$ cat src/rtl/brz_pkg.sv
package brz_pkg;

  // Width of the per-pixel tick counter (longest sequence is four ticks).
  localparam int SLOT_W = 2;

  typedef enum logic [1:0] {
    FMT_LEVEL  = 2'd0,
    FMT_DOUBLE = 2'd1,
    FMT_RZ     = 2'd2,
    FMT_RZ_ALT = 2'd3
  } fmt_e;

  // Index of the final tick of a pixel for a given format.
  function automatic logic [SLOT_W-1:0] final_slot(input fmt_e f);
    logic [SLOT_W-1:0] r;
    case (f)
      FMT_LEVEL:  r = 2'd0;
      FMT_DOUBLE: r = 2'd1;
      default:    r = 2'd3;
    endcase
    return r;
  endfunction

endpackage

$ cat src/rtl/brz_code_map.sv
// Pixel to signed code mapping plus saturating inversion.
module brz_code_map #(
  parameter int PIX_W  = 8,
  parameter int CODE_W = 14
) (
  input  logic [PIX_W-1:0]  pix,
  output logic [CODE_W-1:0] pos_code,
  output logic [CODE_W-1:0] neg_code
);

  localparam int SHIFT = CODE_W - PIX_W;
  localparam logic [CODE_W-1:0] MOST_NEG = {1'b1, {(CODE_W-1){1'b0}}};
  localparam logic [CODE_W-1:0] MOST_POS = {1'b0, {(CODE_W-1){1'b1}}};

  // Subtracting mid-scale from an unsigned value equals flipping its MSB
  // and reading the result as two's complement.
  logic [PIX_W-1:0] centred;
  assign centred = {~pix[PIX_W-1], pix[PIX_W-2:0]};

  generate
    if (SHIFT > 0) begin : g_scale
      assign pos_code = {centred, {SHIFT{1'b0}}};
    end else begin : g_noscale
      assign pos_code = centred[PIX_W-1 -: CODE_W];
    end
  endgenerate

  always_comb begin
    if (pos_code == MOST_NEG) begin
      neg_code = MOST_POS;
    end else begin
      neg_code = (~pos_code) + {{(CODE_W-1){1'b0}}, 1'b1};
    end
  end

endmodule

$ cat src/rtl/brz_slot_seq.sv
// Per-pixel tick sequencer: tracks busy, slot index and latched format.
module brz_slot_seq
  import brz_pkg::*;
(
  input  logic              clk,
  input  logic              rst_n,
  input  logic              in_valid,
  input  logic [1:0]        fmt_in,
  output logic              in_ready,
  output logic              accept,
  output logic              busy,
  output logic [SLOT_W-1:0] slot,
  output fmt_e              fmt
);

  logic              busy_d;
  logic [SLOT_W-1:0] slot_d;
  logic              at_final;
  logic              fmt_en;

  assign at_final = busy && (slot == final_slot(fmt));
  assign in_ready = !busy || at_final;
  assign accept   = in_valid && in_ready;
  assign fmt_en   = accept;

  always_comb begin
    busy_d = busy;
    slot_d = slot;
    if (accept) begin
      busy_d = 1'b1;
      slot_d = '0;
    end else if (busy) begin
      if (at_final) begin
        busy_d = 1'b0;
        slot_d = '0;
      end else begin
        slot_d = slot + {{(SLOT_W-1){1'b0}}, 1'b1};
      end
    end
  end

  always_ff @(posedge clk or negedge rst_n) begin
    if (!rst_n) begin
      busy <= 1'b0;
      slot <= '0;
    end else begin
      busy <= busy_d;
      slot <= slot_d;
    end
  end

  always_ff @(posedge clk or negedge rst_n) begin
    if (!rst_n) begin
      fmt <= FMT_LEVEL;
    end else if (fmt_en) begin
      fmt <= fmt_e'(fmt_in);
    end
  end

endmodule

$ cat src/rtl/brz_slot_mux.sv
// Picks the drive code for the current tick.
module brz_slot_mux
  import brz_pkg::*;
#(
  parameter int CODE_W = 14
) (
  input  logic              busy,
  input  logic [SLOT_W-1:0] slot,
  input  fmt_e              fmt,
  input  logic [CODE_W-1:0] pos_code,
  input  logic [CODE_W-1:0] neg_code,
  output logic [CODE_W-1:0] code
);

  always_comb begin
    code = '0;
    if (busy) begin
      case (fmt)
        FMT_LEVEL:  code = pos_code;
        FMT_DOUBLE: code = (slot == 2'd0) ? pos_code : neg_code;
        default: begin
          case (slot)
            2'd0:    code = pos_code;
            2'd2:    code = neg_code;
            default: code = '0;
          endcase
        end
      endcase
    end
  end

endmodule

$ cat src/rtl/bipolar_rz_encoder.sv
module bipolar_rz_encoder
  import brz_pkg::*;
#(
  parameter int PIX_W  = 8,
  parameter int CODE_W = 14
) (
  input  logic              clk,
  input  logic              rst_n,
  input  logic [1:0]        fmt_sel,
  input  logic              pix_valid,
  input  logic [PIX_W-1:0]  pix_data,
  output logic              pix_ready,
  output logic [CODE_W-1:0] dac_code
);

  logic              seq_accept;
  logic              seq_busy;
  logic [SLOT_W-1:0] seq_slot;
  fmt_e              seq_fmt;
  logic [PIX_W-1:0]  pix_q;
  logic [CODE_W-1:0] code_pos;
  logic [CODE_W-1:0] code_neg;

  brz_slot_seq u_seq (
    .clk      (clk),
    .rst_n    (rst_n),
    .in_valid (pix_valid),
    .fmt_in   (fmt_sel),
    .in_ready (pix_ready),
    .accept   (seq_accept),
    .busy     (seq_busy),
    .slot     (seq_slot),
    .fmt      (seq_fmt)
  );

  // Pixel holding register, loaded on acceptance only.
  always_ff @(posedge clk or negedge rst_n) begin
    if (!rst_n) begin
      pix_q <= '0;
    end else if (seq_accept) begin
      pix_q <= pix_data;
    end
  end

  brz_code_map #(.PIX_W(PIX_W), .CODE_W(CODE_W)) u_map (
    .pix      (pix_q),
    .pos_code (code_pos),
    .neg_code (code_neg)
  );

  brz_slot_mux #(.CODE_W(CODE_W)) u_mux (
    .busy     (seq_busy),
    .slot     (seq_slot),
    .fmt      (seq_fmt),
    .pos_code (code_pos),
    .neg_code (code_neg),
    .code     (dac_code)
  );

endmodule

$ cat config.mk
export PLATFORM = sky130hd
export DESIGN_NAME = bipolar_rz_encoder
export DESIGN_NICKNAME = d
export VERILOG_FILES = /design/src/rtl/brz_pkg.sv /design/src/rtl/brz_code_map.sv /design/src/rtl/brz_slot_seq.sv /design/src/rtl/brz_slot_mux.sv /design/src/rtl/bipolar_rz_encoder.sv
export SDC_FILE = /design/constraint.sdc
export NUM_CORES = 1
export LEC_CHECK = 0
export ABC_AREA = 1
export BUFFER_PORTS_ARGS = -buffer_cell sky130_fd_sc_hd__buf_2
export CORE_MARGIN = 1.5
export CORE_UTILIZATION = 45
export DETAILED_ROUTE_END_ITERATION = 16
export GPL_TIMING_DRIVEN = 0
export PLACE_DENSITY = 0.66
export SYNTH_ARGS = -nofsm -noshare
export SYNTH_HDL_FRONTEND = slang
export SYNTH_HIERARCHICAL = 1
export SYNTH_SLANG_ARGS = --single-unit
$ cat constraint.sdc
create_clock -name clk -period 3.25 [get_ports clk]
set_input_delay 0.1625 -clock clk [delete_from_list [all_inputs] [get_ports clk]]
set_output_delay 0.1625 -clock clk [all_outputs]
set_load 0.005 [all_outputs]
# --- Yosys cells after proc, flatten, opt, wreduce, memory -nomap -nowiden ---
# Cells that the tools add are included.
word_totals:
  elab_cells: 31
  reg_bits: 13
  output_inout_bits: 15
  inputBits: 13
op_classes:
  reduce_logical: 7
  add_sub_neg: 2
  n_eq_ne: 4
  mux: 12
  bitwise: 2
op_table:
  columns: ["op", "n"]
  rows:
  - ["14-bit case mux with 2 select lines", 2]
  - ["14-bit 2-to-1 mux", 3]
  - ["14-bit by 1-bit adder with 14-bit output, second input constant", 1]
  - ["14-bit NOT", 1]
  - ["8-bit equality test, second input constant", 1]
  - ["2-bit 2-to-1 mux", 3]
  - ["2-bit logical NOT", 2]
  - ["2-bit case mux with 2 select lines", 1]
  - ["1-bit 2-to-1 mux", 3]
  - ["2-bit by 1-bit adder with 2-bit output, second input constant", 1]
  - ["2-bit by 1-bit equality test with 1-bit output, second input constant", 1]
  - ["2-bit equality test", 1]
  - ["2-bit equality test, second input constant", 1]
  - ["1-bit logical AND", 2]
  - ["2-bit nonzero test", 1]
  - ["1-bit logical NOT", 1]
  - ["1-bit logical OR", 1]
  - ["1-bit NOT", 1]

# --- Longest topological paths before layout ---
logic_depth:
  word_depth: 7
  depth_mapped: 11
  mapped_depth_nobuf: 11

# --- Modules after synthesis ---
# Netlist, hierarchy kept.
by_module_without_submodules:
  columns: ["module", "cells_each", "area_per_inst_um2", "n_inst"]
  rows:
  - ["brz_slot_mux", 171, 767.0, 1]
  - ["brz_code_map", 63, 352.8, 1]
  - ["bipolar_rz_encoder", 34, 305.3, 1]
  - ["brz_slot_seq", 28, 245.2, 1]

# --- Worst setup path after synthesis ---
# Ideal clock, no wire load.
synth_path:
  path_kind: "register to output"
  start: "reg pix_q[0]"
  end: "out dac_code[3]"
  n_path_buf: 1
  stages_incl_launch_ff: 12
  arrival_ns: 1.522
  path_slack_ns: 1.565
  cell_sequence: "dfrtp_1 inv_1 ha_1 nand3_2 nor2_4 nand2_4 inv_1 buf_4 nand3_1 nand3_1 nand2_1 nor2_1"
synth_between:
  elab_chain_len: 5
synth_lines:
  columns: ["element", "line_no", "source"]
  rows:
  - ["start: declaration", "bipolar_rz_encoder.sv:20", "logic [PIX_W-1:0] pix_q;"]
  - ["start signal: assignment", "bipolar_rz_encoder.sv:41", "pix_q <= pix_data;"]
  - ["8-bit equality test (*)", "brz_code_map.sv:29", "if (pos_code == MOST_NEG) begin"]
  - ["14-bit 2-to-1 mux (*)", "brz_code_map.sv:29", null]
  - ["named net code_neg[3]", "bipolar_rz_encoder.sv:22", "logic [CODE_W-1:0] code_neg;"]
  - ["14-bit case mux with 2 select lines / 14-bit 2-to-1 mux (equally long branches)", "brz_slot_mux.sv:22, brz_slot_mux.sv:20", null]
  - ["14-bit case mux with 2 select lines (*)", "brz_slot_mux.sv:18", "case (fmt)"]
  - ["14-bit 2-to-1 mux (*)", "brz_slot_mux.sv:17", "if (busy) begin"]
  - ["end: declaration", "bipolar_rz_encoder.sv:13", "output logic [CODE_W-1:0] dac_code"]
# The timed path passes the listed nets; every way through them passes the cells marked *.

# --- Worst setup path in the final report ---
layout_path:
  start: "reg pix_q[0]"
  end: "out dac_code[5]"
# The elaborated chain is that of the path after synthesis.

==> impl_metrics.yaml <==
outcome:
  status: "finished, final reports clean"
power:
  power_density_nw_per_um2: 1069
  power_mw: 2.072
  ir_drop_v: 0.0005060
  leakage_nw: 1.137
setup_path:
  slowest_delay_ns: 0.42
  slowest_stage: "dfrtp_1"
  setup.worst_path.start_class: "flop"
  crit_path_max_fanout: 8
  critical_path_buf_inv_count: 4
  cp.arrival_ns: 2.08
  r2r_cells: 10
  startpoint: "pix_q[0]"
  cp_top_family: "simple AND/OR/NAND/NOR gates"
  worstPathCellList: "inv_1 -> ha_1 -> nand3_2 -> nor2_4 -> nand2_4 -> inv_1 -> buf_4 -> nand3_1 -> nand3_1 -> nand2_1 -> nor2_1 -> buf_2"
  r2r-start: "u_seq/slot[0]"
  path_class: "reg2out"
  end_kind: "primary output"
  rrSetupSlack_ns: 1.79
  cp.required_ns: 3.09
  reg2reg_to: "pix_q[4]"
clocking:
  cts_buffers: 3
  clk_latency_ns: 0.24
  cts_sinks: 13
  ctsHoldBuffers: 1
  cts_tree: "built"
  post_cts_resized: 0
  cts-root-buf: "clkbuf_8"
  clkSlewWorstSetupHoldPaths_ns: 0.05
  ctsLongestPathBuffers: 2
  postCtsSetupBuffers: 0
  htreeDepth: 1
logic_synthesis:
  synth-seq-area-share_pct: 19.48
  synth_top_area_share_pct: 20.45
  synth-main-ff-cell: "dfrtp_1"
  synth-seq-cells: 13
  synth.largest_area_cell: "nand2_1"
  ys_warn_count: 6
  netlist_instances: 296
  async_flop_share_pct: 100.0
  syn_avg_cell_area_um2: 5.643
  ys_top_cells_by_area: "nand2_1 20%, dfrtp_1 19%, nor2_1 11%"
  syn_area_um2: 1670
  yosysUniqueCellTypes: 25
  synth-edff-count: 0
place:
  gp_congestion: 0.8600
  io_buffers: 27
  hpwl_mm: 2.748
  post-place-ws_ns: 1.269
grt:
  track_usage_pct: 19.84
  grt_max_degree: 14
  antenna_found_initial: 0
  grt_remaining_overflow: 0
  grt_pass1_vias: 1592
  grt_pass1_wl_mm: 6.672
sta:
  hold_viol: 0
  max_freq_ghz: 0.4454
  rsz0062_at_grt: "false"
  setup_tns_ns: 0
  maxSlewViolCount: 0
  relSlewSlack_pct: 64.29
  fin_crit_sh_pct: 69.08
  setup_ws_ns: 1.005
  fin_crit_ns: 2.245
  setup_viol: 0
  fin_skew_ns: 0.002031
  max_slew.worst_pin.slew_ns: 0.5357
worst_hold_path:
  hp-class: "in2reg"
  whs_endpoint: "pix_q[6]"
  hold_start: "pix_data[6]"
  holdPathStages: 3
routing:
  drtPass1Iterations: 4
  via_count: 1701
  drc: 0
  viasPerCell: 4.488
  wl_per_cell_um: 9.594
  drt_wl_total_mm: 3.636
  ant_nets: 0
  drtIter0Drc: 94
finish:
  fillers: 381
  multi_input_area_um2: 973.4
  diodes: 0
  final_cell_mix: "91 x nand2_1, 48 x nor2_1, 41 x inv_1"
  seq_area_um2: 325.3
  drive_above_1_share_pct: 23.12
  area_growth_pct: 16.03
  final_nets: 348
  layout_commonest_cell: "nand2_1"
floorplanning:
  die_area_um2: 4086
  die_x_um: 63.93
  core_area_um2: 3442
  num_rows: 21
  io_pins: 28
  initial_core_util_pct: 48.53
  dieHeight_um: 63.93
run:
  maxCapViolations: 0
[worst max-delay path by stage]
| stage | endpoint | slack [ns] | cells past startpoint |
|---|---|---|---|
| after floorplan | dac_code[3] | 1.57 | 11 |
| after global placement | dac_code[5] | 1.28 | 12 |
| after detailed placement | dac_code[5] | 1.27 | 12 |
| after CTS | dac_code[5] | 0.97 | 12 |
| after global routing | dac_code[3] | 0.75 | 12 |
| final | dac_code[5] | 1.00 | 12 |
[power by group]
group          leakage [nW]  internal (mW)  switching, mW  total (mW)
Clock                0.0255         0.0847         0.0576       0.142
Combinational         0.953          0.659          0.921        1.58
Sequential            0.158          0.241          0.108       0.349
Total                  1.14          0.985           1.09        2.07
[synth_stat cells, drive strengths merged (5+ instances only)]
library cell	count
a21oi	16
dfrtp	13
buf	26
nor2	53
o21ai	5
nand2	99
nand3	30
inv	47
[worst register-to-register path: cells and delay by family (launching register included)]
family                 cells  cell delay, ns
AOI/OAI and AO/OA          1            0.14
buffers and inverters      3            0.24
DFF                        1            0.53
and+or+nand+nor            6            0.43
[per-layer routing]
metal | vias to the layer above | global-route usage, % | routed length (um)
li1 | 943 | - | -
met1 | 725 | 26.42 | 1887
met2 | 28 | 34.64 | 1617
met3 | 5 | 0.5282 | 89
met4 | 0 | 6.250 | 41
met5 | - | 0 | 0
[final cells by class]
cell class                 count  share of cell area, %
multi-input combinational    214                  50.23
sequential                    13                  16.79
buffer                        27                  10.91
inverter                      47                  9.232
timing repair buffer          28                  7.489
tap                           46                  2.970
clock buffer                   3                  2.130
clock inverter                 1                 0.2582
[flip-flops by register name (all words and copies together) (netlist names)]
register    count
u_seq/slot      2
pix_q           8
u_seq/busy      1
u_seq/fmt       2
[metrics by stage]
step           area (um2)  util [%]  cells  hold slack (ns)
6_report             1938     56.31    379           0.1116
5_1_grt              1938     56.31    379           0.1187
4_1_cts              1938     56.31    379           0.1089
3_5_place_dp         1882     54.67    374          0.06188
3_3_place_gp         1882     54.67    374          0.06211
2_1_floorplan        1689         -    301          -0.1331
[logic make-up (layout without fill, tap and decap cells)]
group                      after synthesis  in the layout  share of synthesized area (%)
and+or+nand+nor                        183            183                          48.39
adders and majority gates                1              1                         0.7489
DFF                                     13             13                          19.48
other                                    1              6                         0.2245
xor gates and xnor gates                 2              2                          1.049
buffers and inverters                   74            106                          23.37
AOI/OAI and AO/OA                       22             22                          6.742
Note: power is estimated with default switching activity, not from simulation.
